## config.mk

```make
export PLATFORM = sky130hd
export DESIGN_NAME = dma_hs_arbiter_top
export DESIGN_NICKNAME = d
export VERILOG_FILES = /design/src/rtl/dma_hs_pkg.sv /design/src/rtl/dma_hs_router.sv /design/src/rtl/dma_hs_channel.sv /design/src/rtl/dma_hs_arbiter.sv /design/src/rtl/dma_hs_arbiter_top.sv
export SDC_FILE = /design/constraint.sdc
export NUM_CORES = 1
export LEC_CHECK = 0
export BUFFER_PORTS_ARGS = -buffer_cell sky130_fd_sc_hd__buf_2
export CELL_PAD_IN_SITES_DETAIL_PLACEMENT = 0
export CELL_PAD_IN_SITES_GLOBAL_PLACEMENT = 2
export CORE_ASPECT_RATIO = 2
export CORE_MARGIN = 3
export CORE_UTILIZATION = 37
export CTS_BUF_LIST = sky130_fd_sc_hd__clkbuf_2 sky130_fd_sc_hd__clkbuf_4 sky130_fd_sc_hd__clkbuf_8
export DETAILED_ROUTE_END_ITERATION = 7
export PLACE_DENSITY_LB_ADDON = 0.1
export SYNTH_ARGS = -nofsm -noshare
export SYNTH_HDL_FRONTEND = slang
export SYNTH_HIERARCHICAL = 1
export SYNTH_SLANG_ARGS = --single-unit
```

## constraint.sdc

```tcl
create_clock -name clk_i -period 5.05 [get_ports clk_i]
set_clock_uncertainty 0.2 [all_clocks]
set_input_delay 0.2525 -clock clk_i [delete_from_list [all_inputs] [get_ports clk_i]]
set_output_delay 0.2525 -clock clk_i [all_outputs]
set_load 0.005 [all_outputs]
```

## src/rtl/dma_hs_pkg.sv

```systemverilog
package dma_hs_pkg;
  typedef enum logic [0:0] {
    HS_IDLE = 1'b0,
    HS_ACK  = 1'b1
  } hs_state_e;
endpackage

```

## src/rtl/dma_hs_router.sv

```systemverilog
module dma_hs_router #(
  parameter int unsigned NUM_CH     = 8,
  parameter int unsigned SEL_W      = 3,
  parameter int unsigned NUM_PERIPH = 16,
  parameter int unsigned STRIDE     = 5
) (
  input  logic [NUM_PERIPH-1:0]   req_i,
  input  logic [NUM_CH-1:0]       en_i,
  input  logic [NUM_CH*SEL_W-1:0] sel_i,
  output logic [NUM_CH-1:0]       ch_req_o,
  output logic [NUM_CH-1:0]       conflict_o,
  output logic [NUM_CH-1:0]       shadowed_o
);
  localparam int unsigned PIDX_W = (NUM_PERIPH > 1) ? $clog2(NUM_PERIPH) : 1;

  logic [PIDX_W-1:0] phys [NUM_CH];

  for (genvar c = 0; c < NUM_CH; c++) begin : g_map
    localparam int unsigned BASE = (c * STRIDE) % NUM_PERIPH;
    logic [31:0] sum;
    assign sum         = BASE + 32'(sel_i[c*SEL_W +: SEL_W]);
    assign phys[c]     = PIDX_W'(sum % NUM_PERIPH);
    assign ch_req_o[c] = req_i[phys[c]];
  end

  // shadowed: a lower-numbered enabled channel owns the same line
  always_comb begin
    conflict_o = '0;
    shadowed_o = '0;
    for (int i = 0; i < NUM_CH; i++) begin
      for (int j = 0; j < NUM_CH; j++) begin
        if (i != j && en_i[i] && en_i[j] && phys[i] == phys[j]) begin
          conflict_o[i] = 1'b1;
          if (j < i) shadowed_o[i] = 1'b1;
        end
      end
    end
  end
endmodule

```

## src/rtl/dma_hs_channel.sv

```systemverilog
module dma_hs_channel
  import dma_hs_pkg::*;
(
  input  logic clk_i,
  input  logic rst_ni,
  input  logic req_i,
  input  logic grant_i,
  output logic ack_o,
  output logic idle_o
);
  hs_state_e state_q;

  always_ff @(posedge clk_i or negedge rst_ni) begin
    if (!rst_ni) begin
      state_q <= HS_IDLE;
    end else begin
      unique case (state_q)
        HS_IDLE: if (grant_i) state_q <= HS_ACK;
        HS_ACK:  if (!req_i)  state_q <= HS_IDLE;
        default:              state_q <= HS_IDLE;
      endcase
    end
  end

  assign ack_o  = (state_q == HS_ACK);
  assign idle_o = (state_q == HS_IDLE);
endmodule

```

## src/rtl/dma_hs_arbiter.sv

```systemverilog
module dma_hs_arbiter #(
  parameter int unsigned NUM_CH = 8,
  parameter int unsigned CH_W   = 3
) (
  input  logic              clk_i,
  input  logic              rst_ni,
  input  logic [NUM_CH-1:0] pend_i,
  input  logic              bus_idle_i,
  input  logic              done_i,
  output logic              gnt_o,
  output logic [CH_W-1:0]   gnt_ch_o,
  output logic              cmd_o,
  output logic [NUM_CH-1:0] win_o
);
  logic            gnt_q, cmd_q, start;
  logic [CH_W-1:0] ch_q, win_idx;

  // downward scan: lowest pending index is assigned last
  always_comb begin
    win_idx = '0;
    for (int i = NUM_CH - 1; i >= 0; i--) begin
      if (pend_i[i]) win_idx = CH_W'(i);
    end
  end

  assign start = bus_idle_i && !gnt_q && (|pend_i);
  assign win_o = start ? (NUM_CH'(1) << win_idx) : '0;

  always_ff @(posedge clk_i or negedge rst_ni) begin
    if (!rst_ni) begin
      gnt_q <= 1'b0;
      ch_q  <= '0;
      cmd_q <= 1'b0;
    end else begin
      cmd_q <= start;
      if (start) begin
        gnt_q <= 1'b1;
        ch_q  <= win_idx;
      end else if (done_i) begin
        gnt_q <= 1'b0;
      end
    end
  end

  assign gnt_o    = gnt_q;
  assign gnt_ch_o = ch_q;
  assign cmd_o    = cmd_q;
endmodule

```

## src/rtl/dma_hs_arbiter_top.sv

```systemverilog
module dma_hs_arbiter_top #(
  parameter int unsigned NUM_CH     = 8,
  parameter int unsigned SEL_W      = 3,
  parameter int unsigned NUM_PERIPH = 16,
  parameter int unsigned STRIDE     = 5,
  localparam int unsigned CH_W      = (NUM_CH > 1) ? $clog2(NUM_CH) : 1
) (
  input  logic                    clk_i,
  input  logic                    rst_ni,
  input  logic [NUM_PERIPH-1:0]   req_i,
  input  logic [NUM_CH-1:0]       ch_en_i,
  input  logic [NUM_CH*SEL_W-1:0] ch_sel_i,
  input  logic                    bus_idle_i,
  input  logic                    xfer_done_i,
  output logic [NUM_CH-1:0]       ack_o,
  output logic                    gnt_o,
  output logic [CH_W-1:0]         gnt_ch_o,
  output logic                    cmd_o,
  output logic [NUM_CH-1:0]       conflict_o
);
  logic [NUM_CH-1:0] ch_req, shadowed, idle, pend, win;

  dma_hs_router #(
    .NUM_CH(NUM_CH), .SEL_W(SEL_W), .NUM_PERIPH(NUM_PERIPH), .STRIDE(STRIDE)
  ) i_router (
    .req_i      (req_i),
    .en_i       (ch_en_i),
    .sel_i      (ch_sel_i),
    .ch_req_o   (ch_req),
    .conflict_o (conflict_o),
    .shadowed_o (shadowed)
  );

  assign pend = ch_en_i & ch_req & ~shadowed & idle;

  dma_hs_arbiter #(.NUM_CH(NUM_CH), .CH_W(CH_W)) i_arb (
    .clk_i      (clk_i),
    .rst_ni     (rst_ni),
    .pend_i     (pend),
    .bus_idle_i (bus_idle_i),
    .done_i     (xfer_done_i),
    .gnt_o      (gnt_o),
    .gnt_ch_o   (gnt_ch_o),
    .cmd_o      (cmd_o),
    .win_o      (win)
  );

  for (genvar c = 0; c < NUM_CH; c++) begin : g_ch
    dma_hs_channel i_ch (
      .clk_i   (clk_i),
      .rst_ni  (rst_ni),
      .req_i   (ch_req[c]),
      .grant_i (win[c]),
      .ack_o   (ack_o[c]),
      .idle_o  (idle[c])
    );
  end
endmodule

```

==> results.ini, run 1 <==
[worst_setup_path]
cp-end-kind = register
path_max_fanout = 13
arrival_ps = 3660
worstSetupPathType = in -> reg
crit_chain = buf_2 -> inv_1 -> ha_1 -> xnor2_1 -> nand3_1 -> or4_1 -> o311ai_1 -> and4b_1 -> nor4_4 -> a21o_4 -> inv_2 -> mux2_4
start_kind = input pin
cp.required_ps = 4980
slowest_stage = ha_1
crit_path_max_incr_delay_ps = 760

[detailed_routing]
drt-pass1-iter-count = 4
drtIter0Drc = 175
wl_um = 13000
vias = 3351
drt_drc_violations_left = 0
wire_per_inst_um = 23.9
vias_per_cell = 6.15
antenna_left = 0

[die]
core_mm2 = 0.00907
die_h_um = 143
start_util_pct = 38.3
rows = 49
chipWidth_um = 74.6
num_io_pins = 73
dieArea_mm2 = 0.0107

[logic_synthesis]
yosysWarnings = 6
synth_ff_type = dfrtp_1
synth-seq-cells = 13
synth.distinct_cells = 63
yosys.area.top_type = mux4_2
synth_area_mm2 = 0.00348
synthesis.nets = 454
async_flop_share_pct = 100
postSynthAreaPerCell_um2 = 8.79
synth_cells = 396
yosys-top-cells-area = mux4_2 16%, xnor2_1 12%, xor2_1 9.8%
yosysTopAreaCellShare_pct = 15.5
seq_area_frac_synth_pct = 9.35
synth_edf_count = 0

[timing]
timing.final.max_slew_violations = 0
max_slew_margin_pct = 54.7
timing.fmax_mhz = 268
rsz0062_at_grt = false
setup_tns_ps = 0
worst_pin_slew_ps = 679
setup_viol = 0
fin_crit_ps = 3730
finalHoldViolations = 0
timing.final.crit_share_pct = 73.8
timing.hold.ws_ps = 226

[clock_network]
cts.sinks = 13
clk_latency_ps = 250
post_cts_buffers = 0
clockBufferDepth = 2
postCtsResizedCells = 0
cts.clk_slew.worst_paths_ps = 50
cts_tree = yes
hold_buffers = 2
h-tree-depth = 1
clock_tree.root_cell = clkbuf_8
cts_buffers = 3

[final_layout]
drive_gt1_share_pct = 28.7
multi_input_area_mm2 = 0.00293
final_nets = 502
stdcell_count = 545
seq_area_um2 = 325
fillCellCount = 954
areaGrowthSynthToFinish_pct = 11.9
stdcell_area_mm2 = 0.00389
diodes = 0

[power_and_ir_drop]
vdd.ir_drop.worst_mv = 0.0879
power_density_mw_per_mm2 = 186
leakage_uw = 0.00162
power.total_uw = 724

[global_route]
track_usage_pct = 24.9
antenna_found_initial = 0
grt-ovfl-total = 0
grt_start_max_net_pins = 16
grt_pass1_vias = 3341
grt_pass1_wl_um = 19600

[placement]
port_buffers = 72
placed_area_mm2 = 0.00382
hpwl_um = 10500
routabilityCongestion = 0.962
dp_cells = 539

[flow_run]
cap_violations = 0

[min_path]
hold_class = in -> async

[outcome]
status = finished, final reports clean

## synthesized netlist by cell type (9+ instances only)
cell and count:
inv_1 18, mux2i_1 9, nor2_1 20, xor2_1 39
clkbuf_1 13, mux4_2 24, dfrtp_1 13, mux2_4 9
buf_2 13, and4b_1 9, xnor2_1 49, a21oi_1 11
nand3_1 15, nor3_1 18, nand4_1 21, nand2_1 14
## worst max-delay path: cells and delay by family
| family | cells | cell delay, ps |
|---|---|---|
| compound gates | 2 | 370 |
| buf+inv | 3 | 470 |
| mux | 1 | 280 |
| fa+ha+maj | 1 | 760 |
| simple gates | 4 | 1330 |
| xor+xnor | 1 | 180 |
## power breakdown
group / total, uW / switching (uW) / internal (uW)
Clock: 101 / 39.9 / 61.3
Combinational: 479 / 259 / 220
Sequential: 144 / 16.5 / 128
## sequential cells by signal, indices dropped and copies added, names as in the netlist
| name | count |
|---|---|
| g_ch.i_ch/ack_o | 8 |
| i_arb/gnt_ch_o | 3 |
| i_arb/cmd_o | 1 |
| i_arb/gnt_o | 1 |
## routing by layer
layer | share of wire (%) | GRT usage (%) | up-vias
met5 | 0 | 0 | -
met4 | 3.0 | 9.38 | 0
met3 | 4.1 | 1.13 | 25
met2 | 58 | 48.3 | 120
met1 | 35 | 26.9 | 1663
li1 | - | - | 1543
## metrics by stage
step                      utilization [%]  setup WS [ps]
after floorplan                         -           1360
after global placement               42.1           1050
after detailed placement             42.1           1070
after CTS                            42.9           1340
after global routing                 42.9           1160
final                                42.9           1320
## placed cells by master (no fill, tap or decap), types with 13 or more instances in the layout
cell,count
dfrtp_1,13
nand4_1,21
nand2_1,14
buf_2,72
nor3_1,18
nor2_1,20
inv_1,18
xnor2_1,49
xor2_1,39
nand3_1,15
mux4_2,24
## logic make-up (layout without fill, tap and decap cells)
group | after synthesis | in the layout | synth area share (%)
other cells | 1 | 1 | 0.108
mux | 46 | 46 | 23.3
simple gates | 141 | 141 | 24.9
fa+ha+maj | 6 | 6 | 2.16
flops | 13 | 13 | 9.35
xor+xnor | 93 | 93 | 25.1
buf+inv | 52 | 99 | 6.51
compound gates | 44 | 44 | 8.52
## area by class of cell
type	instances	area share [%]
Inverter	20	1.93
Multi-Input combinational cell	331	75.2
Clock buffer	4	1.25
Sequential cell	13	8.36
Timing Repair Buffer	75	9.96
Tap cell	102	3.28
## final timing paths
path / from / end / slack (ps) / depth (start not counted)
worst max-delay path: ch_sel_i[9] / i_arb/gnt_ch_o[0]$_DFFE_PN0P_ / 1320 / 12
worst min-delay path: rst_ni / g_ch[5].i_ch/ack_o$_DFF_PN0_ / 230 / 2
worst max register to register: g_ch[4].i_ch/ack_o$_DFF_PN0_ / g_ch[4].i_ch/ack_o$_DFF_PN0_ / 2920 / 6
worst min register to register: i_arb/gnt_ch_o[1]$_DFFE_PN0P_ / i_arb/gnt_ch_o[1]$_DFFE_PN0P_ / 270 / 2
max in group asynchronous: rst_ni / g_ch[1].i_ch/ack_o$_DFF_PN0_ / 4190 / 2
min in group clk_i: i_arb/gnt_ch_o[1]$_DFFE_PN0P_ / i_arb/gnt_ch_o[1]$_DFFE_PN0P_ / 270 / 2
Power figures use the tool's default switching activity.
==> run 2, diff against run 1 <==
- CORE_UTILIZATION: 37 -> 31
- clock period: 5.05 -> 3.05 ns (I/O delays scaled with it)
==> results.ini, run 2 (synthesis gave the netlist of run 1 again) <==
[power_and_ir_drop]
power_density_mw_per_mm2 = 288  ; +55%
leakage_uw = 0.00219  ; +35%
vdd.ir_drop.worst_mv = 0.202  ; +130%

[timing]
fin_crit_ps = 2920
max_slew_margin_pct = 55.0  ; +0.29 points
setup_tns_ps = 0  ; unchanged
setup_viol = 0  ; unchanged
rsz0062_at_grt = true
finalHoldViolations = 0  ; unchanged
timing.final.crit_share_pct = 95.6
setup_slack_ps = 134  ; -1190 ps
worst_pin_slew_ps = 669  ; -10.6 ps
timing.final.max_slew_violations = 0  ; unchanged
timing.fmax_mhz = 343

[clock_network]
cts_tree = yes
clock_tree.root_cell = clkbuf_8
cts.sinks = 13  ; unchanged
cts_buffers = 3  ; unchanged
clk_latency_ps = 250  ; about the same
h-tree-depth = 1  ; unchanged
clockBufferDepth = 2  ; unchanged
cts.clk_slew.worst_paths_ps = 60  ; about the same

[final_layout]
final_cell_mix = 106 x buf_4, 72 x buf_2, 49 x xnor2_1
fillCellCount = 1122  ; +18%
largest_reg_flops = 8  ; unchanged
stdcell_count = 693  ; +27%
drive_gt1_share_pct = 45.8  ; +17 points
final_common_cell = buf_4
final_nets = 612  ; +22%
areaGrowthSynthToFinish_pct = 41.8
stdcell_area_mm2 = 0.00493  ; +27%
fin_util_pct = 45.1  ; +2.2 points
diodes = 0  ; unchanged

[detailed_routing]
vias_per_cell = 5.52  ; -10%
wire_per_inst_um = 22.0  ; -7.7%
antenna_left = 0  ; unchanged
drt-pass1-iter-count = 4  ; unchanged
drtIter0Drc = 115  ; -34%
wl_um = 15300  ; +17%
vias = 3822  ; +14%
drt_drc_violations_left = 0  ; unchanged

[die]
start_util_pct = 31.8  ; -6.6 points
num_io_pins = 73  ; unchanged
dieArea_mm2 = 0.0126  ; +18%
die_h_um = 156  ; +8.9%
chipWidth_um = 80.9  ; +8.5%
rows = 54  ; +10%
core_mm2 = 0.0109  ; +21%

[worst_setup_path]
start_kind = input pin
arrival_ps = 2850  ; -810 ps
cp-end-kind = register
worstSetupPathType = in -> reg
crit_path_max_incr_delay_ps = 580  ; -180 ps
crit_chain = buf_2 -> inv_1 -> ha_2 -> xnor2_1 -> nor4_1 -> nor4_4 -> nand3_1 -> and4b_1 -> nor4_4 -> nor2_1 -> nand4_1 -> a21oi_1 -> mux2_4
path_max_fanout = 9  ; -4
cp.required_ps = 2980  ; -2000 ps
path_common_cell = nor4_4
slowest_stage = nor4_1

[global_route]
grt_pass1_wl_um = 22600  ; +15%
grt-ovfl-total = 0  ; unchanged
grt_start_max_net_pins = 14  ; -2
grt_pass1_vias = 3950  ; +18%
track_usage_pct = 24.4  ; -0.41 points
antenna_found_initial = 0  ; unchanged

[placement]
routabilityCongestion = 0.904  ; -6.0%
placed_area_mm2 = 0.00477  ; +25%
port_buffers = 72  ; unchanged
pre_cts_ws_ps = -446  ; -1520 ps
hpwl_um = 13000  ; +25%
dp_cells = 685  ; +27%

[outcome]
status = finished, final reports clean

[flow_run]
cap_violations = 0  ; unchanged

[min_path]
hold_class = in -> async

==> run 2: area by class of cell <==
type	instances	area, um2	share of cell area (%)
clock buffers	4	48.8	0.989
inverters	20	77.6	1.57
multi-input cells	331	3030	61.4
flip-flops and latches	13	325	6.59
well taps	140	175	3.55
repair buffers	185	1280	25.9
==> run 2: worst max-delay path, delay by kind of cell <==
kind            cells  cell delay, ps
xor+xnor            1             120
buf+inv             2             130
compound gates      1              60
simple gates        7            1640
mux                 1             270
fa+ha+maj           1             480
==> run 2: report_power, final <==
| part | switching (uW) | internal, uW | total (uW) |
|---|---|---|---|
| registers | 26.0 | 211 | 237 |
| logic | 489 | 526 | 1020 |
| clock network | 66.3 | 101 | 168 |
==> run 2: final timing paths <==
kind,from,end,slack [ps],cells past startpoint
min reg2reg,i_arb/gnt_ch_o[2]$_DFFE_PN0P_,i_arb/gnt_ch_o[2]$_DFFE_PN0P_,290,1
max,ch_sel_i[19],g_ch[6].i_ch/ack_o$_DFF_PN0_,130,13
min,rst_ni,i_arb/gnt_ch_o[1]$_DFFE_PN0P_,120,2
min in group clk_i,bus_idle_i,i_arb/gnt_ch_o[2]$_DFFE_PN0P_,210,3
max in group asynchronous,rst_ni,g_ch[6].i_ch/ack_o$_DFF_PN0_,2290,2
max reg2reg,g_ch[4].i_ch/ack_o$_DFF_PN0_,g_ch[4].i_ch/ack_o$_DFF_PN0_,990,6
==> run 2: what timing repair did <==
action,CTS,global route
hold endpoints to repair,14,0
gates cloned,0,0
setup endpoints to repair,5,5
buffers inserted,0,2
gates resized for setup,5,10
hold buffers,2,0
pin swaps,0,3
==> run 2: stage by stage <==
stage               power, uW  hold WS (ps)
floorplan                 806          -343
global placement         1230          -140
detailed placement       1240          -136
CTS                      1420           128
global route             1510           165
finish                   1420           122
==> run 2: per-layer routing <==
layer  share of wire, %  vias to the layer above  GRT usage [%]
met5                  0                        -              0
met2                 56                      137           46.7
met1                 32                     1869           23.9
li1                   -                     1768              -
met4                7.6                        0           16.4
met3                3.9                       48           1.68
